## src/rtl/sarc_pkg.sv

```systemverilog
package sarc_pkg;

    typedef enum logic [3:0] {
        ST_IDLE,
        ST_SET_ADDR,
        ST_ALE,
        ST_START,
        ST_EOC_LO,
        ST_EOC_HI,
        ST_OE,
        ST_CAPTURE,
        ST_DONE
    } sarc_state_e;

endpackage

```

## src/rtl/sarc_clkdiv.sv

```systemverilog
module sarc_clkdiv #(
    parameter int HALF = 2
) (
    input  logic clk,
    input  logic rst_n,
    output logic cv_clk_o,
    output logic rise_o
);
    localparam int DW = (HALF > 1) ? $clog2(HALF) : 1;

    typedef struct packed {
        logic [DW-1:0] cnt;
        logic          lvl;
    } div_t;

    div_t q, d;

    always_comb begin
        d = q;
        if (q.cnt == DW'(HALF - 1)) begin
            d.cnt = '0;
            d.lvl = ~q.lvl;
        end else begin
            d.cnt = q.cnt + 1'b1;
        end
    end

    always_ff @(posedge clk or negedge rst_n) begin
        if (!rst_n) q <= '0;
        else        q <= d;
    end

    assign cv_clk_o = q.lvl;
    assign rise_o   = (q.cnt == DW'(HALF - 1)) && !q.lvl;
endmodule

```

## src/rtl/sarc_sync.sv

```systemverilog
module sarc_sync #(
    parameter int   STAGES  = 2,
    parameter logic RST_VAL = 1'b1
) (
    input  logic clk,
    input  logic rst_n,
    input  logic din,
    output logic dout
);
    logic [STAGES-1:0] chain_q;

    generate
        for (genvar i = 0; i < STAGES; i++) begin : g_stage
            if (i == 0) begin : g_first
                always_ff @(posedge clk or negedge rst_n) begin
                    if (!rst_n) chain_q[i] <= RST_VAL;
                    else        chain_q[i] <= din;
                end
            end else begin : g_next
                always_ff @(posedge clk or negedge rst_n) begin
                    if (!rst_n) chain_q[i] <= RST_VAL;
                    else        chain_q[i] <= chain_q[i-1];
                end
            end
        end
    endgenerate

    assign dout = chain_q[STAGES-1];
endmodule

```

## src/rtl/sarc_tmo.sv

```systemverilog
module sarc_tmo #(
    parameter int LIMIT = 80
) (
    input  logic clk,
    input  logic rst_n,
    input  logic clr,
    input  logic run,
    input  logic tick,
    output logic expired
);
    localparam int TW = $clog2(LIMIT + 1);

    logic [TW-1:0] cnt_d, cnt_q;

    assign expired = (cnt_q == TW'(LIMIT));

    always_comb begin
        cnt_d = cnt_q;
        if (clr)                          cnt_d = '0;
        else if (run && tick && !expired) cnt_d = cnt_q + 1'b1;
    end

    always_ff @(posedge clk or negedge rst_n) begin
        if (!rst_n) cnt_q <= '0;
        else        cnt_q <= cnt_d;
    end
endmodule

```

## src/rtl/sar_mux_adc_ctrl.sv

```systemverilog
module sar_mux_adc_ctrl
    import sarc_pkg::*;
#(
    parameter int DATA_W      = 8,
    parameter int CH_W        = 3,
    parameter int CLK_HALF    = 2,
    parameter int ALE_CYCLES  = 3,
    parameter int START_CYCLES = 2,
    parameter int TMO_CLKS    = 80,
    parameter int SYNC_STAGES = 2
) (
    input  logic              clk,
    input  logic              rst_n,
    input  logic              req_valid,
    input  logic [CH_W-1:0]   req_chan,
    output logic              busy,
    output logic              res_valid,
    output logic [DATA_W-1:0] res_data,
    output logic [CH_W-1:0]   res_chan,
    output logic              err,
    output logic              cv_clk,
    output logic [CH_W-1:0]   cv_sel,
    output logic              cv_ale,
    output logic              cv_start,
    input  logic              cv_eoc,
    output logic              cv_oe,
    input  logic [DATA_W-1:0] cv_data
);
    localparam int PMAX = (ALE_CYCLES > START_CYCLES) ? ALE_CYCLES : START_CYCLES;
    localparam int PW   = $clog2(PMAX + 1);

    typedef struct packed {
        sarc_state_e       st;
        logic [PW-1:0]     pcnt;
        logic [CH_W-1:0]   ch;
        logic [DATA_W-1:0] res;
        logic              vld;
        logic              err;
    } ctl_t;

    ctl_t q, d;
    logic cv_tick, eoc_s, tmo_clr, tmo_run, tmo_exp;

    sarc_clkdiv #(.HALF(CLK_HALF)) u_div (
        .clk(clk), .rst_n(rst_n), .cv_clk_o(cv_clk), .rise_o(cv_tick)
    );

    sarc_sync #(.STAGES(SYNC_STAGES), .RST_VAL(1'b1)) u_sync (
        .clk(clk), .rst_n(rst_n), .din(cv_eoc), .dout(eoc_s)
    );

    sarc_tmo #(.LIMIT(TMO_CLKS)) u_tmo (
        .clk(clk), .rst_n(rst_n), .clr(tmo_clr), .run(tmo_run),
        .tick(cv_tick), .expired(tmo_exp)
    );

    assign tmo_run = (q.st == ST_EOC_LO) || (q.st == ST_EOC_HI);

    always_comb begin
        d       = q;
        d.vld   = 1'b0;
        d.err   = 1'b0;
        tmo_clr = 1'b0;
        case (q.st)
            ST_IDLE: begin
                if (req_valid) begin
                    d.ch = req_chan;
                    d.st = ST_SET_ADDR;
                end
            end
            ST_SET_ADDR: begin
                d.pcnt = PW'(ALE_CYCLES - 1);
                d.st   = ST_ALE;
            end
            ST_ALE: begin
                if (q.pcnt == '0) begin
                    d.pcnt = PW'(START_CYCLES - 1);
                    d.st   = ST_START;
                end else begin
                    d.pcnt = q.pcnt - 1'b1;
                end
            end
            ST_START: begin
                if (q.pcnt == '0) begin
                    tmo_clr = 1'b1;
                    d.st    = ST_EOC_LO;
                end else begin
                    d.pcnt = q.pcnt - 1'b1;
                end
            end
            ST_EOC_LO: begin
                if (!eoc_s) begin
                    tmo_clr = 1'b1;
                    d.st    = ST_EOC_HI;
                end else if (tmo_exp) begin
                    d.err = 1'b1;
                    d.st  = ST_IDLE;
                end
            end
            ST_EOC_HI: begin
                if (eoc_s) begin
                    d.st = ST_OE;
                end else if (tmo_exp) begin
                    d.err = 1'b1;
                    d.st  = ST_IDLE;
                end
            end
            ST_OE: d.st = ST_CAPTURE;
            ST_CAPTURE: begin
                d.res = cv_data;
                d.vld = 1'b1;
                d.st  = ST_DONE;
            end
            ST_DONE: d.st = ST_IDLE;
            default: d.st = ST_IDLE;
        endcase
    end

    always_ff @(posedge clk or negedge rst_n) begin
        if (!rst_n) begin
            q    <= '0;
            q.st <= ST_IDLE;
        end else begin
            q <= d;
        end
    end

    assign busy      = (q.st != ST_IDLE);
    assign res_valid = q.vld;
    assign res_data  = q.res;
    assign res_chan  = q.ch;
    assign err       = q.err;
    assign cv_sel    = q.ch;
    assign cv_ale    = (q.st == ST_ALE);
    assign cv_start  = (q.st == ST_START);
    assign cv_oe     = (q.st == ST_OE) || (q.st == ST_CAPTURE);
endmodule

```

## config.mk

```make
export PLATFORM = sky130hd
export DESIGN_NAME = sar_mux_adc_ctrl
export DESIGN_NICKNAME = d
export VERILOG_FILES = /design/src/rtl/sarc_pkg.sv /design/src/rtl/sarc_clkdiv.sv /design/src/rtl/sarc_sync.sv /design/src/rtl/sarc_tmo.sv /design/src/rtl/sar_mux_adc_ctrl.sv
export SDC_FILE = /design/constraint.sdc
export NUM_CORES = 1
export LEC_CHECK = 0
export BUFFER_PORTS_ARGS = -buffer_cell sky130_fd_sc_hd__buf_2
export CAP_MARGIN = 20
export CORE_ASPECT_RATIO = 1.5
export CORE_MARGIN = 8
export CORE_UTILIZATION = 41
export DETAILED_ROUTE_END_ITERATION = 8
export HOLD_SLACK_MARGIN = 0.08
export SLEW_MARGIN = 15
export SYNTH_ARGS = -nofsm -noshare
export SYNTH_HDL_FRONTEND = slang
export SYNTH_SLANG_ARGS = --single-unit
```

## constraint.sdc

```tcl
create_clock -name clk -period 3.1 [get_ports clk]
set_input_delay 0.465 -clock clk [delete_from_list [all_inputs] [get_ports clk]]
set_output_delay 0.465 -clock clk [all_outputs]
set_load 0.1 [all_outputs]
```

==> results.json, run 1 <==
{
  "drc_errors": 0,
  "clk_path_buf_depth": 2,
  "clkTransAtPathRegs_ns": 0.07,
  "insertion_delay_ns": 0.28,
  "initial_core_util_pct": 42.5,
  "crit_path_end_kind": "primary output",
  "final_nets": 188,
  "synth.distinct_cells": 35,
  "vias_per_cell": 5.06,
  "grt_overflow_total": 0,
  "n_antenna_cell": 0,
  "grt_pass1_vias": 1131,
  "cpMaxStageDelayCell": "dfrtp_1",
  "slowest_delay_ns": 0.61,
  "path_class": "flop to primary output",
  "post-cts-setup-buffers": 0,
  "worst_slack_ns": 0.752,
  "outcome": "finished, final reports clean",
  "syn_avg_cell_area_um2": 10.6,
  "grt_start_max_net_pins": 31,
  "hpwl_um": 2330,
  "gp_congestion": 0.844,
  "regArea_um2": 753,
  "slew_violations": 0,
  "cp_num_buf_inv": 1,
  "grt_antenna_before_repair": 0,
  "drt-initial-drc-count": 60,
  "num_rows": 27,
  "postCtsHoldBufs": 0,
  "die_height_um": 91.3,
  "area_growth_pct": 15.6,
  "crit_chain": "nand2_1 > nor3_1 > buf_2",
  "seq_area_frac_synth_pct": 48.5,
  "wl_met3_um": 250,
  "dp_cells": 205,
  "portBuffers": 35,
  "numCtsBuffers": 5,
  "critPathMaxFanout": 15,
  "maxCapViolCount": 0,
  "hold_viol_final": 0,
  "rsz0062_at_grt": "false",
  "ys_warn_count": 0,
  "drive_gt1_share_pct": 30.6,
  "ant_nets": 0,
  "worst_pin_slew_ns": 0.763,
  "routed_wl_um": 3090,
  "cp_top_family": "flip-flops",
  "ioPinCount": 36,
  "ys_ff_latch": 30,
  "fin_cells": 213,
  "h-tree-depth": 2,
  "setup-tns-final_ns": 0,
  "r2r_setup_slack_ns": 1.08,
  "ctsRootBufferMaster": "clkbuf_8",
  "track_usage_pct": 10.9,
  "via_count": 1077,
  "setup_viol": 0,
  "synth.net_count": 165,
  "grt_pass1_wl_um": 5170,
  "cts_resized": 0,
  "fmax_mhz": 426,
  "cp.arrival_ns": 1.88,
  "core_um2": 3650,
  "critPathLaunchType": "flop",
  "syn_area_um2": 1550,
  "highest_layer": "met4",
  "wl_met2_um": 1640,
  "die_area_um2": 6050,
  "cts_tree": "built",
  "dr.pass1.iters": 4,
  "critPathRequiredTime_ns": 2.63,
  "finalInstanceArea_um2": 1790,
  "routedWlPerCell_um": 14.5,
  "multiInputGateArea_um2": 646,
  "slew_headroom_pct": 49.0,
  "die_x_um": 66.2,
  "dp_slack_ns": 1.07,
  "wl_met1_um": 1140,
  "cts.sinks": 30,
  "n_fill_cell": 344,
  "fin_crit_ns": 2.35,
  "finalCritPeriodShare_pct": 75.7,
  "dpl_cell_area_um2": 1650,
  "syn_inst": 146,
  "fin_skew_ns": 0.00582,
  "hp-class": "input pin to async pin"
}
-- cells by family after synthesis --
group,count (synthesis),synth area share (%)
AND/OR/NAND/NOR,49,17.3
flip-flops,30,48.5
buffers and inverters,25,9.84
AO/OA/AOI/OAI,19,8.55
multiplexers,12,8.63
XOR/XNOR,7,3.95
adder cells (fa/ha/maj),4,3.23
-- stage by stage --
step | util, % | hold WS [ns]
after global routing | 49.1 | 0.261
after CTS | 49.1 | 0.239
final | 49.1 | 0.209
after detailed placement | 45.2 | 0.348
after floorplan | - | 0.169
after global placement | 45.2 | 0.346
-- cells in the final DEF, fill, tap and decap left out, types with 5 or more instances in the layout --
cell,count
inv_1,6
buf_2,35
clkbuf_8,6
xnor2_1,6
nor3_1,7
dfrtp_1,28
a21oi_1,6
nand2_1,10
mux2_1,8
nor2b_1,5
nor2_1,10
-- routing by layer --
layer	global-route usage (%)	up-vias
met5	0	-
met3	4.18	6
met2	19.0	29
met1	10.7	518
met4	5.55	0
li1	-	524
-- final timing paths --
path	startpoint	to	cells after the start
hold / removal	rst_n	res_data[2]	1
max in group asynchronous	rst_n	err	1
setup reg to reg	q[16]	res_data[0]	3
min in group clk	cv_eoc	u_sync.chain_q[0]	1
setup / recovery	q[16]	cv_start	3
hold reg to reg	u_sync.chain_q[0]	u_sync.dout	0
-- flip-flops by register name, indices dropped and copies added (netlist names) --
signal / flops
u_sync.dout: 1
res_valid: 1
res_data: 8
u_sync.chain_q: 1
q: 6
cv_sel: 3
err: 1
u_div.q: 1
u_div.cv_clk_o: 1
u_tmo.cnt_q: 7
-- cell usage after synthesis --
cell type / n / area, um^2
a211oi_4: 1 / 20.0
a21bo_1: 1 / 10.0
a21boi_0: 1 / 7.51
a21oi_1: 6 / 30.0
a22oi_1: 1 / 7.51
and2_1: 2 / 12.5
and4bb_2: 1 / 12.5
buf_2: 2 / 10.0
buf_4: 15 / 113
clkbuf_1: 2 / 7.51
dfrtp_1: 28 / 701
dfstp_2: 2 / 52.6
ha_1: 4 / 50.1
inv_1: 6 / 22.5
mux2_1: 8 / 90.1
mux2_2: 3 / 33.8
mux2i_1: 1 / 10.0
nand2_1: 10 / 37.5
nand2b_1: 2 / 12.5
nand3_1: 4 / 20.0
nand3b_1: 3 / 22.5
nor2_1: 10 / 37.5
nor2b_1: 5 / 31.3
nor3_1: 7 / 35.0
nor4_2: 2 / 25.0
o211ai_1: 1 / 7.51
o21ai_0: 4 / 20.0
o21bai_1: 1 / 7.51
o22ai_1: 1 / 6.26
o2bb2ai_1: 1 / 8.76
o31ai_1: 1 / 7.51
or3_1: 2 / 12.5
or3b_1: 1 / 8.76
xnor2_1: 6 / 52.6
xor2_1: 1 / 8.76
-- cell type report --
class	instances	share of cell area (%)
Clock buffer	6	4.61
Clock inverter	2	3.35
Inverter	6	1.26
Multi-Input combinational cell	91	36.0
Sequential cell	30	42.0
Tap cell	43	3.00
Timing Repair Buffer	35	9.77
Power of run 1 is not shown: default switching activity piles up to over one toggle a cycle in this logic, so the estimate is an artifact.
==> run 2: changes to the inputs <==
ABC_AREA = 1   (was default)
clock period = 2.3 ns   (was 3.1 ns; I/O delays follow)
==> run 2 against run 1 <==
Compared with the run above: die area grew 7.4%; largest cell class unchanged; area after synthesis rose by 9.4%; hold slack got worse by 0.12 ns; final area increased by 8.7%; critical endpoint unchanged; critical path depth unchanged; setup slack lost 0.43 ns; register-to-register slack worse by 0.29 ns; first-iteration DRC count is 10% higher; count of clock-buffer cells in the layout stayed put; core utilization is 0.099 points higher; sequential share of layout area fell by 3.4 points; clock skew fell by 0.00059 ns.
==> results.json, run 2 <==
{
  "outcome": "finished, final reports clean",
  "num_rows": 28,
  "post-cts-setup-buffers": 0,
  "critPathLaunchType": "flop",
  "slew_violations": 0,
  "synth_common_cells": "nand2_1, dfrtp_1, nand3_1, nor2_1, buf_4",
  "grt_overflow_total": 0,
  "die_x_um": 68.5,
  "cts_resized": 0,
  "clk_path_buf_depth": 2,
  "largest_reg_flops": 8,
  "drive_gt1_share_pct": 27.4,
  "final_nets": 255,
  "rsz0062_at_grt": "false",
  "hold_viol_final": 0,
  "synth.net_count": 229,
  "numCtsBuffers": 5,
  "die_area_um2": 6500,
  "die_height_um": 94.8,
  "cts.sinks": 30,
  "drc_errors": 0,
  "async_flop_share_pct": 100,
  "setup_viol": 0,
  "ioPinCount": 36,
  "ys_ff_latch": 30,
  "final_common_cell": "nand2_1",
  "initial_core_util_pct": 42.9,
  "portBuffers": 35,
  "fin_crit_ns": 1.98,
  "grt_start_max_net_pins": 31,
  "cp.arrival_ns": 1.63,
  "worst_pin_slew_ns": 0.654,
  "fin_skew_ns": 0.00523,
  "seq_area_frac_synth_pct": 44.4,
  "synth_top_area_cell": "dfrtp_1",
  "cts_tree": "built",
  "syn_inst": 210,
  "dr.pass1.iters": 4,
  "core_um2": 3960,
  "finalCritPeriodShare_pct": 86.0,
  "syn_avg_cell_area_um2": 8.08,
  "ant_nets": 0,
  "critPathMaxFanout": 9,
  "ctsRootBufferMaster": "clkbuf_8",
  "grt_antenna_before_repair": 0,
  "fmax_mhz": 506,
  "crit_chain": "nand2_4 > nor2_8 > buf_2",
  "grt_pass1_wl_um": 5930,
  "via_count": 1310,
  "crit_path_end_kind": "primary output",
  "hpwl_um": 2590,
  "path_class": "flop to primary output",
  "postCtsHoldBufs": 0,
  "area_growth_pct": 14.9,
  "track_usage_pct": 11.8,
  "synth_most_common_cell": "nand2_1",
  "cpMaxStageDelayCell": "dfrtp_1",
  "ys.flop_type": "dfrtp_1",
  "n_antenna_cell": 0,
  "ys_warn_count": 0,
  "clkTransAtPathRegs_ns": 0.06,
  "routed_wl_um": 3390,
  "drt-initial-drc-count": 66,
  "syn_area_um2": 1700,
  "grt_pass1_vias": 1342,
  "vias_per_cell": 4.65,
  "synth.distinct_cells": 28,
  "insertion_delay_ns": 0.28,
  "slew_headroom_pct": 56.4,
  "h-tree-depth": 2,
  "gp_congestion": 0.830,
  "routedWlPerCell_um": 12.0,
  "ys_top_cells_by_area": "dfrtp_1, nand2_1, buf_4",
  "hp-class": "input pin to async pin",
  "critPathRequiredTime_ns": 1.96,
  "final_cell_mix": "nand2_1, buf_2, dfrtp_1",
  "setup-tns-final_ns": 0,
  "slowest_delay_ns": 0.61,
  "maxCapViolCount": 0,
  "netlist.area_leader.share_pct": 41.3,
  "synth_edf_count": 0
}
==> run 2: cell types whose count changed after synthesis, moves of 5 or more <==
| cell | delta |
|---|---|
| mux2_1 | -8 |
| a21oi_1 | -6 |
| nor2_1 | +9 |
| nand2_1 | +66 |
| nor3_1 | -7 |
| nand3_1 | +15 |
| nor2b_1 | -5 |
| inv_1 | +6 |
| inv_2 | +6 |
| xnor2_1 | -6 |
==> run 2: final cells by class <==
type                    count  area (um^2)
clock buffers               6         82.6
inverters                  20         80.1
flip-flops and latches     30          753
clock inverters             2         60.1
multi-input cells         144          742
well taps                  45         56.3
repair buffers             35          175
fillers                   400         2010
==> run 2: logic make-up after synthesis <==
group,count (synthesis),synth area share (%)
AOI/OAI and AO/OA,8,2.88
xor gates and xnor gates,4,2.06
adders and majority gates,4,2.95
buffers and inverters,36,11.9
DFF,30,44.4
and+or+nand+nor,128,35.8
==> run 2: metal layers <==
layer	vias up	track usage, %	part of all wire [%]
li1	685	-	-
met1	594	12.6	41
met2	25	20.2	51
met3	6	3.68	5.5
met4	0	5.66	1.9
met5	-	0	0
==> run 2: worst paths after layout <==
kind	slack [ns]	start	to	depth (start not counted)
setup / recovery	0.32	q[16]	cv_start	3
hold / removal	0.09	rst_n	res_data[1]	1
setup reg to reg	0.79	u_tmo.cnt_q[0]	u_tmo.cnt_q[0]	9
hold reg to reg	0.35	u_sync.chain_q[0]	u_sync.dout	0
max in group asynchronous	1.78	rst_n	u_tmo.cnt_q[1]	1
min in group clk	0.16	cv_eoc	u_sync.chain_q[0]	1
==> run 2: worst max-delay path, delay by kind of cell (launching register included) <==
family	cells	cell delay, ns
buf+inv	1	0.44
simple gates	2	0.30
flops	1	0.61
==> run 2: stage by stage <==
step / cells / instance area, um^2 / hold slack, ns / worst slack, ns / utilization [%]
global route: 282 / 1950 / 0.151 / 0.244 / 49.2
CTS: 282 / 1950 / 0.111 / 0.314 / 49.2
detailed placement: 274 / 1810 / 0.347 / 0.622 / 45.6
finish: 282 / 1950 / 0.0890 / 0.323 / 49.2
global placement: 274 / 1810 / 0.347 / 0.661 / 45.6
floorplan: 210 / 1700 / 0.0494 / 0.0144 / -
Power of run 2 is left out for the same reason.
